==> src/rtl/dlms_pkg.sv <==
package dlms_pkg;

  // one-hot selection of a radix-4 digit magnitude
  typedef struct packed {
    logic one;
    logic two;
    logic three;
  } digit_sel_t;

  function automatic digit_sel_t decode_digit(input logic [1:0] d);
    digit_sel_t s;
    s.one   = d[0] & ~d[1];
    s.two   = d[1] & ~d[0];
    s.three = d[1] &  d[0];
    return s;
  endfunction

endpackage

==> src/rtl/dlms_err_scale.sv <==
module dlms_err_scale #(
  parameter int EW  = 18,
  parameter int SHW = $clog2(EW),
  localparam int PW = EW + 2
) (
  input  logic                 clk_i,
  input  logic                 rst_ni,
  input  logic                 en_i,
  input  logic [SHW-1:0]       mu_shift_i,
  input  logic [EW-1:0]        err_i,
  output logic                 en_o,
  output logic signed [PW-1:0] m1_o,
  output logic signed [PW-1:0] m2_o,
  output logic signed [PW-1:0] m3_o,
  output logic signed [PW-1:0] n1_o,
  output logic signed [PW-1:0] n2_o
);

  logic signed [EW-1:0] s_d;
  logic signed [PW-1:0] m1_d, m2_d, m3_d, n1_d, n2_d;

  always_comb begin
    s_d  = $signed(err_i) >>> mu_shift_i;
    m1_d = PW'(s_d);
    m2_d = m1_d <<< 1;
    m3_d = m1_d + m2_d;
    n1_d = -m1_d;
    n2_d = -m2_d;
  end

  always_ff @(posedge clk_i or negedge rst_ni) begin
    if (!rst_ni) begin
      en_o <= 1'b0;
      m1_o <= '0;
      m2_o <= '0;
      m3_o <= '0;
      n1_o <= '0;
      n2_o <= '0;
    end else begin
      en_o <= en_i;
      m1_o <= m1_d;
      m2_o <= m2_d;
      m3_o <= m3_d;
      n1_o <= n1_d;
      n2_o <= n2_d;
    end
  end

  // floor shift never flips the sign of the error
  assert_sign_pos_R2: assert property (@(posedge clk_i) disable iff (!rst_ni)
    !err_i[EW-1] |=> !m1_o[PW-1]);
  assert_sign_neg_R2: assert property (@(posedge clk_i) disable iff (!rst_ni)
    err_i[EW-1] |=> m1_o[PW-1]);

endmodule

==> src/rtl/dlms_ppg.sv <==
module dlms_ppg
  import dlms_pkg::*;
#(
  parameter int L  = 8,
  parameter int PW = 20,
  localparam int ND = L / 2
) (
  input  logic [L-1:0]       x_i,
  input  logic [PW-1:0]      m1_i,
  input  logic [PW-1:0]      m2_i,
  input  logic [PW-1:0]      m3_i,
  input  logic [PW-1:0]      n1_i,
  input  logic [PW-1:0]      n2_i,
  output logic [ND*PW-1:0]   pp_o
);

  for (genvar k = 0; k < ND; k++) begin : g_dig
    digit_sel_t sel;
    assign sel = decode_digit(x_i[2*k +: 2]);
    if (k < ND - 1) begin : g_plain
      assign pp_o[k*PW +: PW] = ({PW{sel.one}}   & m1_i)
                              | ({PW{sel.two}}   & m2_i)
                              | ({PW{sel.three}} & m3_i);
    end else begin : g_msd
      // top digit values 0, +1, -2, -1
      assign pp_o[k*PW +: PW] = ({PW{sel.one}}   & m1_i)
                              | ({PW{sel.two}}   & n2_i)
                              | ({PW{sel.three}} & n1_i);
    end
  end

endmodule

==> src/rtl/dlms_shift_add.sv <==
module dlms_shift_add #(
  parameter int ND  = 4,
  parameter int PW  = 20,
  parameter int PRW = 26
) (
  input  logic [ND*PW-1:0]      pp_i,
  output logic signed [PRW-1:0] prod_o
);

  always_comb begin
    logic signed [PRW-1:0] acc;
    acc = '0;
    for (int k = 0; k < ND; k++) begin
      acc = acc + (PRW'($signed(pp_i[k*PW +: PW])) <<< (2 * k));
    end
    prod_o = acc;
  end

endmodule

==> src/rtl/dlms_tap.sv <==
module dlms_tap #(
  parameter int L  = 8,
  parameter int EW = 18,
  parameter int W  = 16,
  localparam int PW  = EW + 2,
  localparam int ND  = L / 2,
  localparam int PRW = EW + L,
  localparam int ACW = ((W > PRW) ? W : PRW) + 1
) (
  input  logic                clk_i,
  input  logic                rst_ni,
  input  logic                en_i,
  input  logic [L-1:0]        x_i,
  input  logic [PW-1:0]       m1_i,
  input  logic [PW-1:0]       m2_i,
  input  logic [PW-1:0]       m3_i,
  input  logic [PW-1:0]       n1_i,
  input  logic [PW-1:0]       n2_i,
  output logic [W-1:0]        w_o
);

  localparam logic signed [W-1:0] WMAX = {1'b0, {(W-1){1'b1}}};
  localparam logic signed [W-1:0] WMIN = {1'b1, {(W-1){1'b0}}};

  logic [ND*PW-1:0]      pp;
  logic signed [PRW-1:0] prod;
  logic signed [ACW-1:0] sum;
  logic signed [W-1:0]   w_d, w_q;

  dlms_ppg #(.L(L), .PW(PW)) u_ppg (
    .x_i  (x_i),
    .m1_i (m1_i),
    .m2_i (m2_i),
    .m3_i (m3_i),
    .n1_i (n1_i),
    .n2_i (n2_i),
    .pp_o (pp)
  );

  dlms_shift_add #(.ND(ND), .PW(PW), .PRW(PRW)) u_sa (
    .pp_i   (pp),
    .prod_o (prod)
  );

  always_comb begin
    sum = ACW'(w_q) + ACW'(prod);
    if (sum[ACW-1] && !(&sum[ACW-2:W-1]))      w_d = WMIN;
    else if (!sum[ACW-1] && (|sum[ACW-2:W-1])) w_d = WMAX;
    else                                       w_d = sum[W-1:0];
  end

  always_ff @(posedge clk_i or negedge rst_ni) begin
    if (!rst_ni)   w_q <= '0;
    else if (en_i) w_q <= w_d;
  end

  assign w_o = w_q;

  logic prod_pos, prod_neg;
  assign prod_pos = !prod[PRW-1] && (|prod);
  assign prod_neg = prod[PRW-1];

  assert_hold_R4: assert property (@(posedge clk_i) disable iff (!rst_ni)
    !en_i |=> $stable(w_q));
  assert_sat_hi_R3: assert property (@(posedge clk_i) disable iff (!rst_ni)
    (en_i && w_q == WMAX && !prod_neg) |=> (w_q == WMAX));
  assert_sat_lo_R3: assert property (@(posedge clk_i) disable iff (!rst_ni)
    (en_i && w_q == WMIN && !prod_pos) |=> (w_q == WMIN));
  assert_zero_sample_R5: assert property (@(posedge clk_i) disable iff (!rst_ni)
    (x_i == '0) |-> (prod == '0));
  assert_grow_R5: assert property (@(posedge clk_i) disable iff (!rst_ni)
    (en_i && prod_pos && w_q != WMAX) |=> (w_q > $past(w_q)));

endmodule

==> src/rtl/dlms_weight_update.sv <==
module dlms_weight_update #(
  parameter int N   = 4,
  parameter int L   = 8,
  parameter int EW  = 18,
  parameter int W   = 16,
  localparam int SHW = $clog2(EW),
  localparam int PW  = EW + 2
) (
  input  logic             clk_i,
  input  logic             rst_ni,
  input  logic             en_i,
  input  logic [SHW-1:0]   mu_shift_i,
  input  logic [EW-1:0]    err_i,
  input  logic [N*L-1:0]   x_i,
  output logic [N*W-1:0]   w_o
);

  logic          en_q;
  logic [N*L-1:0] x_q;
  logic [PW-1:0] m1, m2, m3, n1, n2;

  // sample latch ahead of the multipliers
  always_ff @(posedge clk_i or negedge rst_ni) begin
    if (!rst_ni) x_q <= '0;
    else         x_q <= x_i;
  end

  dlms_err_scale #(.EW(EW), .SHW(SHW)) u_scale (
    .clk_i      (clk_i),
    .rst_ni     (rst_ni),
    .en_i       (en_i),
    .mu_shift_i (mu_shift_i),
    .err_i      (err_i),
    .en_o       (en_q),
    .m1_o       (m1),
    .m2_o       (m2),
    .m3_o       (m3),
    .n1_o       (n1),
    .n2_o       (n2)
  );

  for (genvar i = 0; i < N; i++) begin : g_tap
    dlms_tap #(.L(L), .EW(EW), .W(W)) u_tap (
      .clk_i  (clk_i),
      .rst_ni (rst_ni),
      .en_i   (en_q),
      .x_i    (x_q[i*L +: L]),
      .m1_i   (m1),
      .m2_i   (m2),
      .m3_i   (m3),
      .n1_i   (n1),
      .n2_i   (n2),
      .w_o    (w_o[i*W +: W])
    );
  end

  // a zero shared multiple leaves every lane untouched
  assert_zero_err_R8: assert property (@(posedge clk_i) disable iff (!rst_ni)
    (m1 == '0) |=> $stable(w_o));
  // a sample dropped at the input never reaches the weights two edges on
  assert_freeze_R6: assert property (@(posedge clk_i) disable iff (!rst_ni)
    (!en_i ##1 1'b1) |=> $stable(w_o));

endmodule

==> config.mk <==
export PLATFORM = sky130hd
export DESIGN_NAME = dlms_weight_update
export DESIGN_NICKNAME = d
export VERILOG_FILES = /design/src/rtl/dlms_pkg.sv /design/src/rtl/dlms_err_scale.sv /design/src/rtl/dlms_ppg.sv /design/src/rtl/dlms_shift_add.sv /design/src/rtl/dlms_tap.sv /design/src/rtl/dlms_weight_update.sv
export SDC_FILE = /design/constraint.sdc
export NUM_CORES = 1
export LEC_CHECK = 0
export BUFFER_PORTS_ARGS = -buffer_cell sky130_fd_sc_hd__buf_2
export CORE_MARGIN = 2
export CORE_UTILIZATION = 70
export CTS_CLUSTER_SIZE = 20
export DETAILED_ROUTE_END_ITERATION = 8
export PLACE_DENSITY = 0.89
export RECOVER_POWER = 50
export SKIP_CTS_REPAIR_TIMING = 1
export SYNTH_ARGS = -nofsm -noshare
export SYNTH_HDL_FRONTEND = slang
export SYNTH_SLANG_ARGS = --single-unit
==> constraint.sdc <==
create_clock -name clk_i -period 22.8 [get_ports clk_i]
set_clock_uncertainty 0.1 [all_clocks]
set_input_delay 3.42 -clock clk_i [delete_from_list [all_inputs] [get_ports clk_i]]
set_output_delay 3.42 -clock clk_i [all_outputs]
set_load 0.02 [all_outputs]
# Yosys cells after proc, flatten, opt, wreduce, memory -nomap -nowiden
# Index checks and enable logic that the tools add are counted.
# op_classes
n_addsub	19
n_mul	0
n_div	0
magnitude_cmp	0
n_eq_ne	0
n_shift	1
n_mux	8
n_bitwise	160
n_reduce_logical	24
# ops
cell	n
$and 20x20->20	48
$or 20x20->20	32
$mux 16	8
$add 16x26->27	4
$add 25x26->26	4
$add 23x24->25	4
$add 20x22->23	4
$and 1x1->1	48
$reduce_and 11->1	4
$reduce_or 11->1	4
$not 1->1	32
$add 18x19->20	1
$neg 18->20	1
$neg 19->20	1
$sshr 18x5->18	1
$logic_and 1x1->1	8
$logic_not 1->1	8
# totals
register_bits	193
latch_bits	0
ram_bits	0
mem_bits_ro	0
in_bits	58
out_inout_bits	64
wordCells	223
n_memories	0

# Depth between registers and ports, before layout
# logic_depth
word_depth	13
depth_mapped	31
mapped_depth_nobuf	28

# Cells and area by module
# A second synthesis with hierarchy kept.
# hier_totals
hier_cells	3585
area_unflattened_um2	31396.4
# modules_own_cells
mod	n_inst	cells_per_inst	area_each_um2	seq_area_each_um2
dlms_tap	4	281	2382.3	400.4
dlms_shift_add (g_tap[1].u_tap.u_sa ...)	3	323	2474.9	0.0
dlms_ppg	4	188	1794.2	0.0
dlms_err_scale	1	402	4053.9	1376.3
dlms_shift_add (g_tap[0].u_tap.u_sa)	1	306	2411.1	0.0
dlms_weight_update	1	32	800.8	800.8

# Worst setup path after synthesis
# No wires, ideal clock.
# synth_path
kind	input to register
startpoint	input port mu_shift_i[1]
endpoint	register u_scale.m3_o[18]
setup_time_ns	0.120
arrival_ns	7.745
required_time_ns	22.580
path_slack_ns	14.835
cell_stages	18
n_path_buf	2
path_cell_list	clkbuf_1 -> clkbuf_1 -> mux4_2 -> mux2i_1 -> a211oi_1 -> a21oi_1 -> ha_1 -> a21o_1 -> a21oi_1 -> o21ai_0 -> a21oi_1 -> o21ai_0 -> a21oi_1 -> o21ai_0 -> a2111oi_0 -> o41ai_1 -> a211o_1 -> a31o_2
# synth_between
elab_chain_len	2
# synth_lines
item	line_no	source
start: declaration	dlms_weight_update.sv:12	input logic [SHW-1:0] mu_shift_i,
$sshr 18x5->18	dlms_err_scale.sv:23	s_d = $signed(err_i) >>> mu_shift_i;
$add 18x19->20	dlms_err_scale.sv:26	m3_d = m1_d + m2_d;
named net u_scale.m3_d[18]	dlms_err_scale.sv:20	logic signed [PW-1:0] m1_d, m2_d, m3_d, n1_d, n2_d;
end signal: assignment	dlms_err_scale.sv:43	m3_o <= m3_d;
end: declaration	dlms_err_scale.sv:14	output logic signed [PW-1:0] m3_o,
# The timed path passes the listed nets, and every way through them passes these cells.
# A chain may end at the register's enable or synchronous reset.

==> metrics.txt <==
cell family with most CP delay buffers and inverters; worst rel slew slack -195%; crit-path cells clkbuf_1, clkbuf_1; Synth Area in Adders 24.3%; IO Port Bufs 121; Final Hold Viols 0; pin count of the biggest net entering global routing 84; initial antenna violation count 2; first-pass GRT wire length 125000 um; Setup Viol. Count Final 0; CTS tree yes; Seq cells post-synth 151; CP max stage cell clkbuf_1; max-cap violations 2; status finished, violations left; most frequent cells in the layout 286 x mux2_2, 258 x ha_1, 257 x inv_1; Post-Synth Simple-Gate Area 12.3%; P&R area growth vs syn 4.58%; antenna-violating nets left 0; failing checks capacitance limit, slew limit; Yosys top cell area share 14.0%; Longest Clk Path Bufs 2; Reg2Reg Depth 26; Max Slew Vio Count 154; Hold Crit Class reg -> reg; total CTS buffers 17; worst-skew pair later-pin latency 0.49 ns; Total Neg Setup Slack 0 ns; Yosys cell types 84; Setup WS post-layout 12.43 ns; mux contribution to synthesized area 13.3%; Synth Area in Compound Gates 23.4%; GRT overflow 0; met1 usage in global routing 47.5%; Routed Wire Length 76700 um; ys async rst share 100%; H-tree levels 4; hpwl dp 54800 um; startpoint types input port; sequential fraction of the synthesis area 14.0%; Avg Inst Size Synth 8.78 um^2; top post-synthesis cells by area dfrtp_1 14%, fa_1 12%, mux2_2 12%; hold wc startpoint g_tap[3].u_tap.w_o[12]; M2 GR Usage 60.6%; clk sinks 151; Synth Flop Type dfrtp_1; CTS root buf clkbuf_16; Routed WL per cell 21.6 um; Buf+Inv Stages, Crit Path 2; Yosys Warn Count 0; share of layout cells above drive strength 1 14.9%; Post-Synth XOR/XNOR Area 6.05%; Post-synth EDFFs 0; unrepaired setup endpoints after global routing no; Syn Inst Count 3065; largest family of logic cells by synthesized area adder cells; number of cells on the worst hold path 1; worst-path fanout max 83; synthesized net count 3546; commonest non-fill, non-tap cell in the layout mux2_2; Mapped Area 26900 um^2; CP Class in -> async; gr usage total 38.1%; Worst-Margin Slew 4.43 ns; I/O Pins 122; vias in the first global route 24500; final period utilization 45.5%; maximum operating frequency 0.0964 GHz; Worst EP required 22.24 ns; worst reg2reg setup slack 13.65 ns; DRT iter0 DRCs 2330; Worst setup EP type async pin; Reg2Reg Launch Point x_q[10]; DR DRC count 0; via count 24400; Critical Path Most Common Cell clkbuf_1; GPL Wtd Cong 0.965; full die area 40000 um^2; DP Worst Slack 13.91 ns; Die Ht 200 um; reg-to-reg endpoint g_tap[1].u_tap.w_o[14]; Final Critical Period 10.37 ns; Die Wd 200 um; GRT Max-Usage Layer met2; Vias/cell 6.86; DRT Pass-1 Iters 8; post-synth top area cell dfrtp_1; Worst-path clk slew 0.07 ns; Worst Path Arrival 9.81 ns; ant diodes 0; starting density of the core 71.3%; met3 Usage GRT 9.73%; Hold Path End g_tap[3].u_tap.w_o[12]; fin nets 3509; CP peak stage delay 3.28 ns; Core Region 37800 um^2; row count 71
how the worst max path moves through the flow:
stage             startpoint                     end  slack [ns]  cells past startpoint
6_report              rst_ni                  x_q[2]       12.43                      2
3_3_place_gp         x_q[10]  g_tap[1].u_tap.w_o[14]       14.14                     26
2_1_floorplan  mu_shift_i[1]        u_scale.m3_o[18]       14.83                     18
5_1_grt               rst_ni         u_scale.n2_o[6]       10.98                      2
4_1_cts              x_q[10]  g_tap[1].u_tap.w_o[14]       13.85                     26
3_5_place_dp         x_q[10]  g_tap[1].u_tap.w_o[14]       13.91                     26
sequential cells by signal (all words and copies together), names as in the netlist:
signal / cells
u_scale.n1_o: 2
x_q: 32
u_scale.m3_o: 18
u_scale.en_o: 1
g_tap.u_tap.w_o: 64
u_scale.n2_o: 17
u_scale.m1_o: 17
metrics by stage:
| step | hold slack, ns | area [um^2] | std cells | util (%) |
|---|---|---|---|---|
| 2_1_floorplan | 0.518 | 26900 | 3065 | - |
| 3_3_place_gp | 0.402 | 27600 | 3520 | 73.2 |
| 3_5_place_dp | 0.413 | 27600 | 3520 | 73.2 |
| 4_1_cts | 0.433 | 28200 | 3552 | 74.8 |
| 5_1_grt | 0.455 | 28200 | 3552 | 74.6 |
| 6_report | 0.438 | 28200 | 3552 | 74.6 |
cell families (layout without fill, tap and decap cells):
family	after synthesis	after routing
AOI/OAI and AO/OA	860	860
and+or+nand+nor	652	652
buffers and inverters	477	453
adders and majority gates	423	423
muxes	316	316
xor gates and xnor gates	186	186
DFF	151	151
cell usage after synthesis, types with 63 or more instances:
master	count
mux2_2	287
nand3_1	63
a22o_1	219
a21oi_1	173
xnor2_1	136
a22oi_1	80
nor2_1	125
clkbuf_1	163
nor3_1	66
ha_1	258
nand2_1	169
dfrtp_1	151
o21ai_0	89
inv_1	258
fa_1	165
cell type report:
class                   count  area, um^2
multi-input cells        2437       21300
fillers                  2681        9600
flip-flops and latches    151        3780
inverters                 259         972
repair buffers            162         823
well taps                 511         639
clock buffers              17         425
clock inverters            15         176
routing by layer:
metal,vias to the layer above,part of all wire [%]
met5,-,0.042
met4,4,5.5
met3,326,10
met2,1367,45
met1,11600,39
li1,11000,-
Power is left out: the tool's default activity adds up to more than one toggle a clock period on the data nets, which glitch-free logic cannot reach.
